$ cat config.mk
export PLATFORM = sky130hd
export DESIGN_NAME = rail_resp_rx
export DESIGN_NICKNAME = d
export VERILOG_FILES = /design/src/rtl/rrx_pkg.sv /design/src/rtl/rrx_sync.sv /design/src/rtl/rrx_timer.sv /design/src/rtl/rrx_shifter.sv /design/src/rtl/rail_resp_rx.sv
export SDC_FILE = /design/constraint.sdc
export NUM_CORES = 1
export LEC_CHECK = 0
export ABC_AREA = 1
export BUFFER_PORTS_ARGS = -buffer_cell sky130_fd_sc_hd__buf_2
export CAP_MARGIN = 20
export CORE_ASPECT_RATIO = 1.4
export CORE_UTILIZATION = 50
export DETAILED_ROUTE_END_ITERATION = 6
export GPL_TIMING_DRIVEN = 0
export PLACE_DENSITY_LB_ADDON = 0.25
export REMOVE_ABC_BUFFERS = 1
export SLEW_MARGIN = 40
export SYNTH_ARGS = -nofsm -noshare
export SYNTH_HDL_FRONTEND = slang
export SYNTH_SLANG_ARGS = --single-unit
export TNS_END_PERCENT = 30
$ cat constraint.sdc
create_clock -name clk -period 2.49 [get_ports clk]
set_input_delay 0.249 -clock clk [delete_from_list [all_inputs] [get_ports clk]]
set_output_delay 0.249 -clock clk [all_outputs]
set_load 0.1 [all_outputs]
$ cat src/rtl/rrx_pkg.sv
package rrx_pkg;

  // Phases of one reception.
  typedef enum logic [1:0] {
    RX_IDLE = 2'd0,   // rail powered, results held
    RX_WAIT = 2'd1,   // holdoff after the outgoing packet
    RX_SLOT = 2'd2    // inside a bit slot
  } rx_state_e;

  // Bits needed to count from 0 to (the larger of a and b) - 1.
  function automatic int unsigned span_bits(int unsigned a, int unsigned b);
    int unsigned m;
    m = (a > b) ? a : b;
    return (m < 2) ? 1 : $clog2(m);
  endfunction

endpackage

$ cat src/rtl/rrx_sync.sv
module rrx_sync #(
  parameter int unsigned STAGES    = 2,
  parameter logic        RESET_VAL = 1'b1
) (
  input  logic clk,
  input  logic rst_n,
  input  logic d_i,
  output logic q_o
);

  generate
    if (STAGES == 0) begin : g_bypass
      assign q_o = d_i;
    end else if (STAGES == 1) begin : g_single
      logic ff_q;
      always_ff @(posedge clk or negedge rst_n) begin
        if (!rst_n) ff_q <= RESET_VAL;
        else        ff_q <= d_i;
      end
      assign q_o = ff_q;
    end else begin : g_chain
      logic [STAGES-1:0] ff_q;
      always_ff @(posedge clk or negedge rst_n) begin
        if (!rst_n) ff_q <= {STAGES{RESET_VAL}};
        else        ff_q <= {ff_q[STAGES-2:0], d_i};
      end
      assign q_o = ff_q[STAGES-1];
    end
  endgenerate

endmodule

$ cat src/rtl/rrx_timer.sv
module rrx_timer #(
  parameter int unsigned CW = 8
) (
  input  logic          clk,
  input  logic          rst_n,
  input  logic          clr_i,
  input  logic          en_i,
  output logic [CW-1:0] cnt_o
);

  logic [CW-1:0] cnt_q;

  // Clearing takes priority over counting.
  always_ff @(posedge clk or negedge rst_n) begin
    if (!rst_n)     cnt_q <= '0;
    else if (clr_i) cnt_q <= '0;
    else if (en_i)  cnt_q <= cnt_q + CW'(1);
  end

  assign cnt_o = cnt_q;

endmodule

$ cat src/rtl/rrx_shifter.sv
module rrx_shifter #(
  parameter int unsigned N  = 15,
  parameter int unsigned LW = 4
) (
  input  logic          clk,
  input  logic          rst_n,
  input  logic          clr_i,
  input  logic          shift_i,
  input  logic          bit_i,
  output logic [N-1:0]  resp_o,
  output logic [LW-1:0] len_o,
  output logic          empty_o,
  output logic          last_o
);

  logic [N-1:0]  resp_q;
  logic [LW-1:0] len_q;

  always_ff @(posedge clk or negedge rst_n) begin
    if (!rst_n) begin
      resp_q <= '0;
      len_q  <= '0;
    end else if (clr_i) begin
      resp_q <= '0;
      len_q  <= '0;
    end else if (shift_i) begin
      resp_q <= {resp_q[N-2:0], bit_i};
      len_q  <= len_q + LW'(1);
    end
  end

  assign resp_o  = resp_q;
  assign len_o   = len_q;
  assign empty_o = (resp_q == '0);
  assign last_o  = (len_q == LW'(N - 1));

endmodule

$ cat src/rtl/rail_resp_rx.sv
module rail_resp_rx
  import rrx_pkg::*;
#(
  parameter int unsigned DELAY_CYC   = 4600,
  parameter int unsigned SLOT_CYC    = 500,
  parameter int unsigned SAMPLE_CYC  = 56,
  parameter int unsigned RESTORE_CYC = 40,
  parameter int unsigned MAX_BITS    = 15,
  parameter int unsigned SYNC_STAGES = 2,
  localparam int unsigned LEN_W      = $clog2(MAX_BITS + 1)
) (
  input  logic                clk,
  input  logic                rst_n,
  input  logic                start_i,
  input  logic                det_i,
  output logic                rail_pwr_o,
  output logic [MAX_BITS-1:0] resp_o,
  output logic [LEN_W-1:0]    len_o,
  output logic                done_o,
  output logic                abort_o
);

  localparam int unsigned CW = span_bits(DELAY_CYC, SLOT_CYC);
  localparam logic [CW-1:0] WAIT_LAST   = CW'(DELAY_CYC - 1);
  localparam logic [CW-1:0] SLOT_LAST   = CW'(SLOT_CYC - 1);
  localparam logic [CW-1:0] SAMPLE_AT   = CW'(SAMPLE_CYC - 1);
  localparam logic [CW-1:0] LOW_CYCLES  = CW'(SAMPLE_CYC + RESTORE_CYC);

  rx_state_e     state_q, state_d;
  logic [CW-1:0] cnt;
  logic          det_s;
  logic          rx_bit;
  logic          sample_pt, wait_end, slot_end;
  logic          abort_now, full_now, shift_en;
  logic          resp_empty, resp_last;
  logic          tmr_clr, tmr_en;
  logic          done_q, abort_q;

  // Synchronizer for the asynchronous detect level. It resets to high,
  // which is the idle level and reads as logic 0.
  rrx_sync #(
    .STAGES    (SYNC_STAGES),
    .RESET_VAL (1'b1)
  ) u_sync (
    .clk   (clk),
    .rst_n (rst_n),
    .d_i   (det_i),
    .q_o   (det_s)
  );

  // A low detect level means logic 1.
  assign rx_bit = ~det_s;

  // Events within the holdoff and within a slot.
  assign wait_end  = (state_q == RX_WAIT) && (cnt == WAIT_LAST);
  assign slot_end  = (state_q == RX_SLOT) && (cnt == SLOT_LAST);
  assign sample_pt = (state_q == RX_SLOT) && (cnt == SAMPLE_AT);
  assign abort_now = sample_pt && !rx_bit && resp_empty;
  assign full_now  = sample_pt && !abort_now && resp_last;
  assign shift_en  = sample_pt && !abort_now && !start_i;

  // One counter serves both the holdoff and the slot position.
  assign tmr_clr = start_i || wait_end || slot_end || abort_now || full_now;
  assign tmr_en  = (state_q != RX_IDLE);

  rrx_timer #(
    .CW (CW)
  ) u_timer (
    .clk   (clk),
    .rst_n (rst_n),
    .clr_i (tmr_clr),
    .en_i  (tmr_en),
    .cnt_o (cnt)
  );

  rrx_shifter #(
    .N  (MAX_BITS),
    .LW (LEN_W)
  ) u_shift (
    .clk     (clk),
    .rst_n   (rst_n),
    .clr_i   (start_i),
    .shift_i (shift_en),
    .bit_i   (rx_bit),
    .resp_o  (resp_o),
    .len_o   (len_o),
    .empty_o (resp_empty),
    .last_o  (resp_last)
  );

  // Sequencing. A start pulse wins over everything else.
  always_comb begin
    state_d = state_q;
    if (start_i) begin
      state_d = RX_WAIT;
    end else begin
      unique case (state_q)
        RX_WAIT: if (wait_end) state_d = RX_SLOT;
        RX_SLOT: if (abort_now || full_now) state_d = RX_IDLE;
        default: state_d = RX_IDLE;
      endcase
    end
  end

  always_ff @(posedge clk or negedge rst_n) begin
    if (!rst_n) state_q <= RX_IDLE;
    else        state_q <= state_d;
  end

  // Completion pulse and abort status.
  always_ff @(posedge clk or negedge rst_n) begin
    if (!rst_n) begin
      done_q  <= 1'b0;
      abort_q <= 1'b0;
    end else begin
      done_q <= !start_i && (abort_now || full_now);
      if (start_i)        abort_q <= 1'b0;
      else if (abort_now) abort_q <= 1'b1;
    end
  end

  assign done_o  = done_q;
  assign abort_o = abort_q;

  // The rail is low from the start of each slot until the restore delay
  // after the sample has passed. A final or aborting sample moves to idle,
  // so power returns at once.
  assign rail_pwr_o = !((state_q == RX_SLOT) && (cnt < LOW_CYCLES));

endmodule

* Word-level counts from Yosys, hierarchy flattened
Index checks and enable logic that the tools add are counted.
** Storage, ports and cells
- Flip-flop bits (word level) :: 38
- Input bits :: 4
** Cells by class
- Add/subtract/negate cells :: 2
- Magnitude comparators :: 1
- Equality and inequality tests :: 8
- Muxes and demuxes :: 12
- Bitwise logic cells :: 1
- Reduce and logical (&&, ||, !) cells :: 24
** Operator list (count)
- $mux W15 :: 2
- $mux W13 :: 2
- $logic_not A15 Y1 :: 1
- $add A13 B1 Y13 const B :: 1
- $eq A13 B13 Y1 const B :: 1
- $eq A13 B6 Y1 const B :: 1
- $eq A13 B9 Y1 const B :: 1
- $lt A13 B7 Y1 const B :: 1
- $logic_and A1 B1 Y1 :: 10
- $mux W4 :: 2
- $reduce_bool A2 Y1 :: 4
- $mux W2 :: 3
- $ne A3 B3 Y1 const B :: 2
- $logic_or A1 B1 Y1 :: 5
- $add A4 B1 Y4 const B :: 1
- $eq A4 B4 Y1 const B :: 1
- $pmux W2 S2 :: 1
- $logic_not A1 Y1 :: 3
- $eq A2 B1 Y1 const B :: 1
- $eq A2 B2 Y1 const B :: 1
- $mux W1 :: 2
- $reduce_and A2 Y1 :: 1
- $not A1 Y1 :: 1

* Depth between registers and ports, before layout
- Word-level depth :: 11
- Mapped depth :: 12

* Hierarchy
Synthesis repeated with hierarchy kept, for this count alone.
** Unflattened totals
- Cells, all modules :: 248
- Area, all modules :: 2003.2 sq um
** Modules (own cells, without submodules)
- rrx_shifter :: times used 1, cells an instance 84, area each 820.8 sq um, seq. area each 475.5 sq um
- rrx_timer :: times used 1, cells an instance 93, area each 733.2 sq um, seq. area each 325.3 sq um
- rail_resp_rx :: times used 1, cells an instance 69, area each 396.6 sq um, seq. area each 100.1 sq um
- rrx_sync :: times used 1, cells an instance 2, area each 52.6 sq um, seq. area each 52.6 sq um

* Worst setup path after synthesis
OpenSTA, ideal clock, no wires.
- Path type :: flip-flop to flip-flop
- Start :: register u_shift.len_q[0] (netlist: u_shift.len_o[0])
- End :: register u_timer.cnt_q[10] (netlist: u_timer.cnt_o[10])
- Data arrival time :: 2024 ps
- Path slack :: 400 ps
- Cell stages (with the launch flop) :: 9
- Path buffers :: 1
- Cell sequence :: dfrtp_1 -> inv_1 -> ha_1 -> nand3_1 -> nand2_1 -> a21oi_4 -> buf_6 -> nand4_1 -> nand2_1
** Between the ends
- Longest elaborated chain between the ends :: 4
- Elaborated cells on any way between the ends :: 5
** Ends and longest elaborated chain
- from (decl) :: line rrx_shifter.sv:17 : logic [LW-1:0] len_q;
- from (signal assigned) :: line rrx_shifter.sv:28 : len_q <= len_q + LW'(1);
- $eq A4 B4 Y1 * :: line rrx_shifter.sv:35 : assign last_o = (len_q == LW'(N - 1));
- $logic_and A1 B1 Y1 * :: line rail_resp_rx.sv:59 : assign full_now = sample_pt && !abort_now && resp_last;
- $logic_or A1 B1 Y1 * :: line rail_resp_rx.sv:63 : assign tmr_clr = start_i || wait_end || slot_end || abort_now || full_now;
- $mux W13 / $reduce_bool A2 Y1 (equally long branches)
- to (signal assigned) :: line rrx_timer.sv:17 : else if (en_i) cnt_q <= cnt_q + CW'(1);
- to (decl) :: line rrx_timer.sv:11 : logic [CW-1:0] cnt_q;
Every way passes the cells marked *; elsewhere a longest branch is shown, timed or not.
A chain may end at the register's enable or synchronous reset.

* Worst setup path after layout
- Start :: register u_timer.cnt_q[0] (netlist: u_timer.cnt_o[0])
- End :: register u_shift.resp_q[13] (netlist: u_shift.resp_o[13])
** Between the ends
- Longest elaborated chain between the ends :: 8
** Ends and longest elaborated chain
- $eq A13 B6 Y1 * :: line rail_resp_rx.sv:57 : assign sample_pt = (state_q == RX_SLOT) && (cnt == SAMPLE_AT);
- $logic_and A1 B1 Y1 * :: line rail_resp_rx.sv:57
- $logic_and A1 B1 Y1 (2 in a row) :: line rail_resp_rx.sv:58 : assign abort_now = sample_pt && !rx_bit && resp_empty;
- $logic_not A1 Y1 :: line rail_resp_rx.sv:60 : assign shift_en = sample_pt && !abort_now && !start_i;
- $logic_and A1 B1 Y1 * (2 in a row) :: line rail_resp_rx.sv:60
- $reduce_bool A2 Y1 (no source line) *
- to (signal assigned) :: line rrx_shifter.sv:27 : resp_q <= {resp_q[N-2:0], bit_i};
- to (decl) :: line rrx_shifter.sv:16 : logic [N-1:0] resp_q;
Marked as above.

==> flow_summary.ini <==
[status]
run_status = finished, final reports clean

[worst_setup_path]
largest_incremental_delay_on_the_critical_path_ns = 0.39
critical_path_sink_type = register
cp_cell_sequence = ha_1 > nand2_2 > nor2_4 > nand3_2 > nor2_4 > nand2_4 > inv_2 > nand2_1 > o22ai_1
critical_path.top_delay_family = simple AND/OR/NAND/NOR gates
highest_fanout_seen_on_the_critical_path = 12
worst-path-buf-inv = 1
path_common_cell = nor2_4
critPathRequiredTime_ns = 2.70
cp.arrival_ns = 2.22
setup.worst_path.class = register to register
setup.worst_path.start_class = register
cp_slowest_cell = dfrtp_1

[timing]
rsz_0062_raised_after_global_routing = no
setup_viol_count_final = 0
timing.final.max_slew_violations = 0
tns_ns = 0
final.setup.worst_slack_ns = 0.472
layout_worst_path_cycle_share = 0.810
min_period_ns = 2.02
timing.hold.ws_ns = 0.0542
hold_violations = 0
worst_slew_margin_rel = 0.660
clock.fmax_ghz = 0.496
transition_time_at_the_pin_with_the_least_slew_margin_ns = 0.509
final.setup_skew_ns = 0.0102

[detailed_routing]
drt_pre_antenna_iters = 4
detail_route.drc_violations = 0
detail-route-antenna-nets = 0
vias_per_cell = 5.25
dr_total_vias = 1758
detail_route.wirelength_mm = 4.50
wl_per_cell_um = 13.4
first_iter_violations = 86

[yosys]
synth.most_common_cell = nand2_1
synth-edff-count = 0
postSynthAreaPerCell_um2 = 7.85
synthesis_stage_register_bit_count = 38
most_instantiated_flip_flop_cell_in_the_synthesis_netlist = dfrtp_1
synth_top_cell_by_area = dfrtp_1
yosys.area.top_type_share = 0.433
synth_area_leaders = dfrtp_1 43%, nand2_1 12%, nand3_1 8.2%, nor2_1 6.0%, inv_1 4.9%
synthArstFlopShare = 1.00
yosys_warning_total = 0
synth.yosys.seq_area_share = 0.458
yosysUniqueCellTypes = 31
synth_common_cells = 65 x nand2_1, 36 x dfrtp_1, 34 x nand3_1, 33 x nor2_1, 27 x inv_1
synth_cells = 265
syn_area_um2 = 2080

[placed_design]
replace_congestion = 0.874
place.detailed.hpwl_mm = 3.16
place_ws_ns = 0.342
io_buffer_count = 25

[global_route]
grt-ovfl-total = 0
grt_util_all_layers = 0.233
grt_pass1_vias = 1770
grt_first_pass_wirelength_mm = 8.05
maximum_number_of_pins_on_one_net_before_global_route_repair = 39
antenna_found_initial = 0

[clock_tree]
cts.htree.levels = 2
cts.clk_slew.worst_paths_ns = 0.08
postCtsResizedCells = 0
clk-insertion-delay-late_ns = 0.29
cts_buffers = 5
clk_path_buf_depth = 2
tritoncts = done
clock_sink_count = 38
clock-root-buffer = clkbuf_8

[finish]
layout-area-overhead-vs-synth_pct = 13.8
antenna_cells_inserted = 0
fillers = 378
multiInputGateArea_um2 = 962
layout.nets = 298
ff_latch_area_um2 = 953
drive_gt1_frac = 0.168

[floorplanning]
die_width_um = 56.5
coreArea_um2 = 3950
dieArea_um2 = 4430
pin_count = 26
num_rows = 27
initial_utilization = 0.526
floorplan.die.height_um = 78.3

[power]
total_leakage_power_nw = 1.23
peakVddDrop_uv = 476
power_per_cell_area_nw_per_um2 = 596

[run]
timing.max_cap.violations = 0

[hold_path]
worst_hold_path_type = input pin to register
## cells in the final DEF (no fill, tap or decap)
| master | count |
|---|---|
| nand2_1 | 65 |
| a21oi_4 | 1 |
| clkbuf_8 | 6 |
| inv_2 | 2 |
| ha_1 | 3 |
| nand3_1 | 34 |
| bufinv_16 | 2 |
| buf_4 | 1 |
| inv_4 | 1 |
| nand4_1 | 12 |
| nor3_1 | 1 |
| nor2_2 | 1 |
| clkinv_1 | 1 |
| nand3_2 | 1 |
| xor2_1 | 7 |
| o31ai_1 | 3 |
| and2_1 | 1 |
| dlygate4sd3_1 | 1 |
| inv_1 | 27 |
| dfrtp_1 | 36 |
| nand2_4 | 2 |
| dfstp_2 | 2 |
| o21ai_0 | 7 |
| o21ai_1 | 2 |
| o22ai_1 | 3 |
| a31oi_1 | 1 |
| nand2_2 | 4 |
| nor2_4 | 2 |
| nor3b_1 | 1 |
| xnor2_1 | 2 |
| buf_2 | 24 |
| a21oi_1 | 3 |
| nand3b_1 | 1 |
| nor2_1 | 32 |
## repair_timing
action	in CTS	in global routing
buffers inserted	0	0
hold buffers	1	0
setup endpoints to repair	0	0
hold endpoints to repair	36	0
## path summary, 6_finish.rpt
check | from | end | slack, ns | cells past startpoint
max | u_timer.cnt_o[0] | u_shift.resp_o[13] | 0.47 | 9
min | det_i | u_sync.g_chain.ff_q[0] | 0.05 | 1
max reg2reg | u_timer.cnt_o[0] | u_shift.resp_o[13] | 0.47 | 9
min reg2reg | u_sync.g_chain.ff_q[0] | u_sync.g_chain.ff_q[1] | 0.36 | 0
max in group asynchronous | rst_n | u_sync.g_chain.ff_q[0] | 1.68 | 2
min in group asynchronous | rst_n | abort_o | 0.47 | 2
## registers in the layout, indices dropped and copies added, names as in the netlist
name	flops
u_timer.cnt_o	13
u_shift.len_o	4
u_shift.resp_o	15
u_sync.g_chain.ff_q	2
abort_o	1
state_q	2
done_o	1
## worst reg2reg max path: stages (launching register included)
cell	delay, ns
dfrtp_1	0.39
ha_1	0.36
nand2_2	0.12
nor2_4	0.12
nand3_2	0.10
nor2_4	0.21
nand2_4	0.11
inv_2	0.18
nand2_1	0.17
o22ai_1	0.17
## metal layers
| layer | global-route usage | share of wire | up-vias |
|---|---|---|---|
| met1 | 0.275 | 0.43 | 822 |
| met4 | 0.0780 | 0.0098 | 0 |
| li1 | - | - | 910 |
| met5 | 0 | 0 | - |
| met3 | 0.0461 | 0.023 | 4 |
| met2 | 0.418 | 0.54 | 22 |
## kinds of logic after synthesis
logic type,Yosys count,synth area share
xor gates and xnor gates,9,0.0379
AOI/OAI and AO/OA,20,0.0595
adders and majority gates,3,0.0180
and+or+nand+nor,157,0.346
buffers and inverters,38,0.0806
DFF,38,0.458
## power breakdown
| group | total [W] | switching [W] | internal, W |
|---|---|---|---|
| logic | 0.000110 | 0.0000842 | 0.0000262 |
| registers | 0.000651 | 0.0000174 | 0.000633 |
| clock network | 0.000651 | 0.000224 | 0.000428 |
## final cells by class
type                       count  area share
multi-input combinational    189       0.406
clock buffer                   6      0.0349
timing repair buffer          26      0.0581
tap                           43      0.0227
inverter                      31      0.0502
sequential                    38       0.403
clock inverter                 2      0.0254
## stage by stage
step / power [W] / area [um2] / instances / util
finish: 0.00141 / 2370 / 335 / 0.599
global route: 0.00147 / 2370 / 335 / 0.599
CTS: 0.00143 / 2370 / 335 / 0.599
detailed placement: 0.000772 / 2210 / 326 / 0.560
global placement: 0.000768 / 2210 / 326 / 0.559
floorplan: 0.000729 / 2030 / 258 / -
No activity file was read; power rests on OpenSTA's default activity.
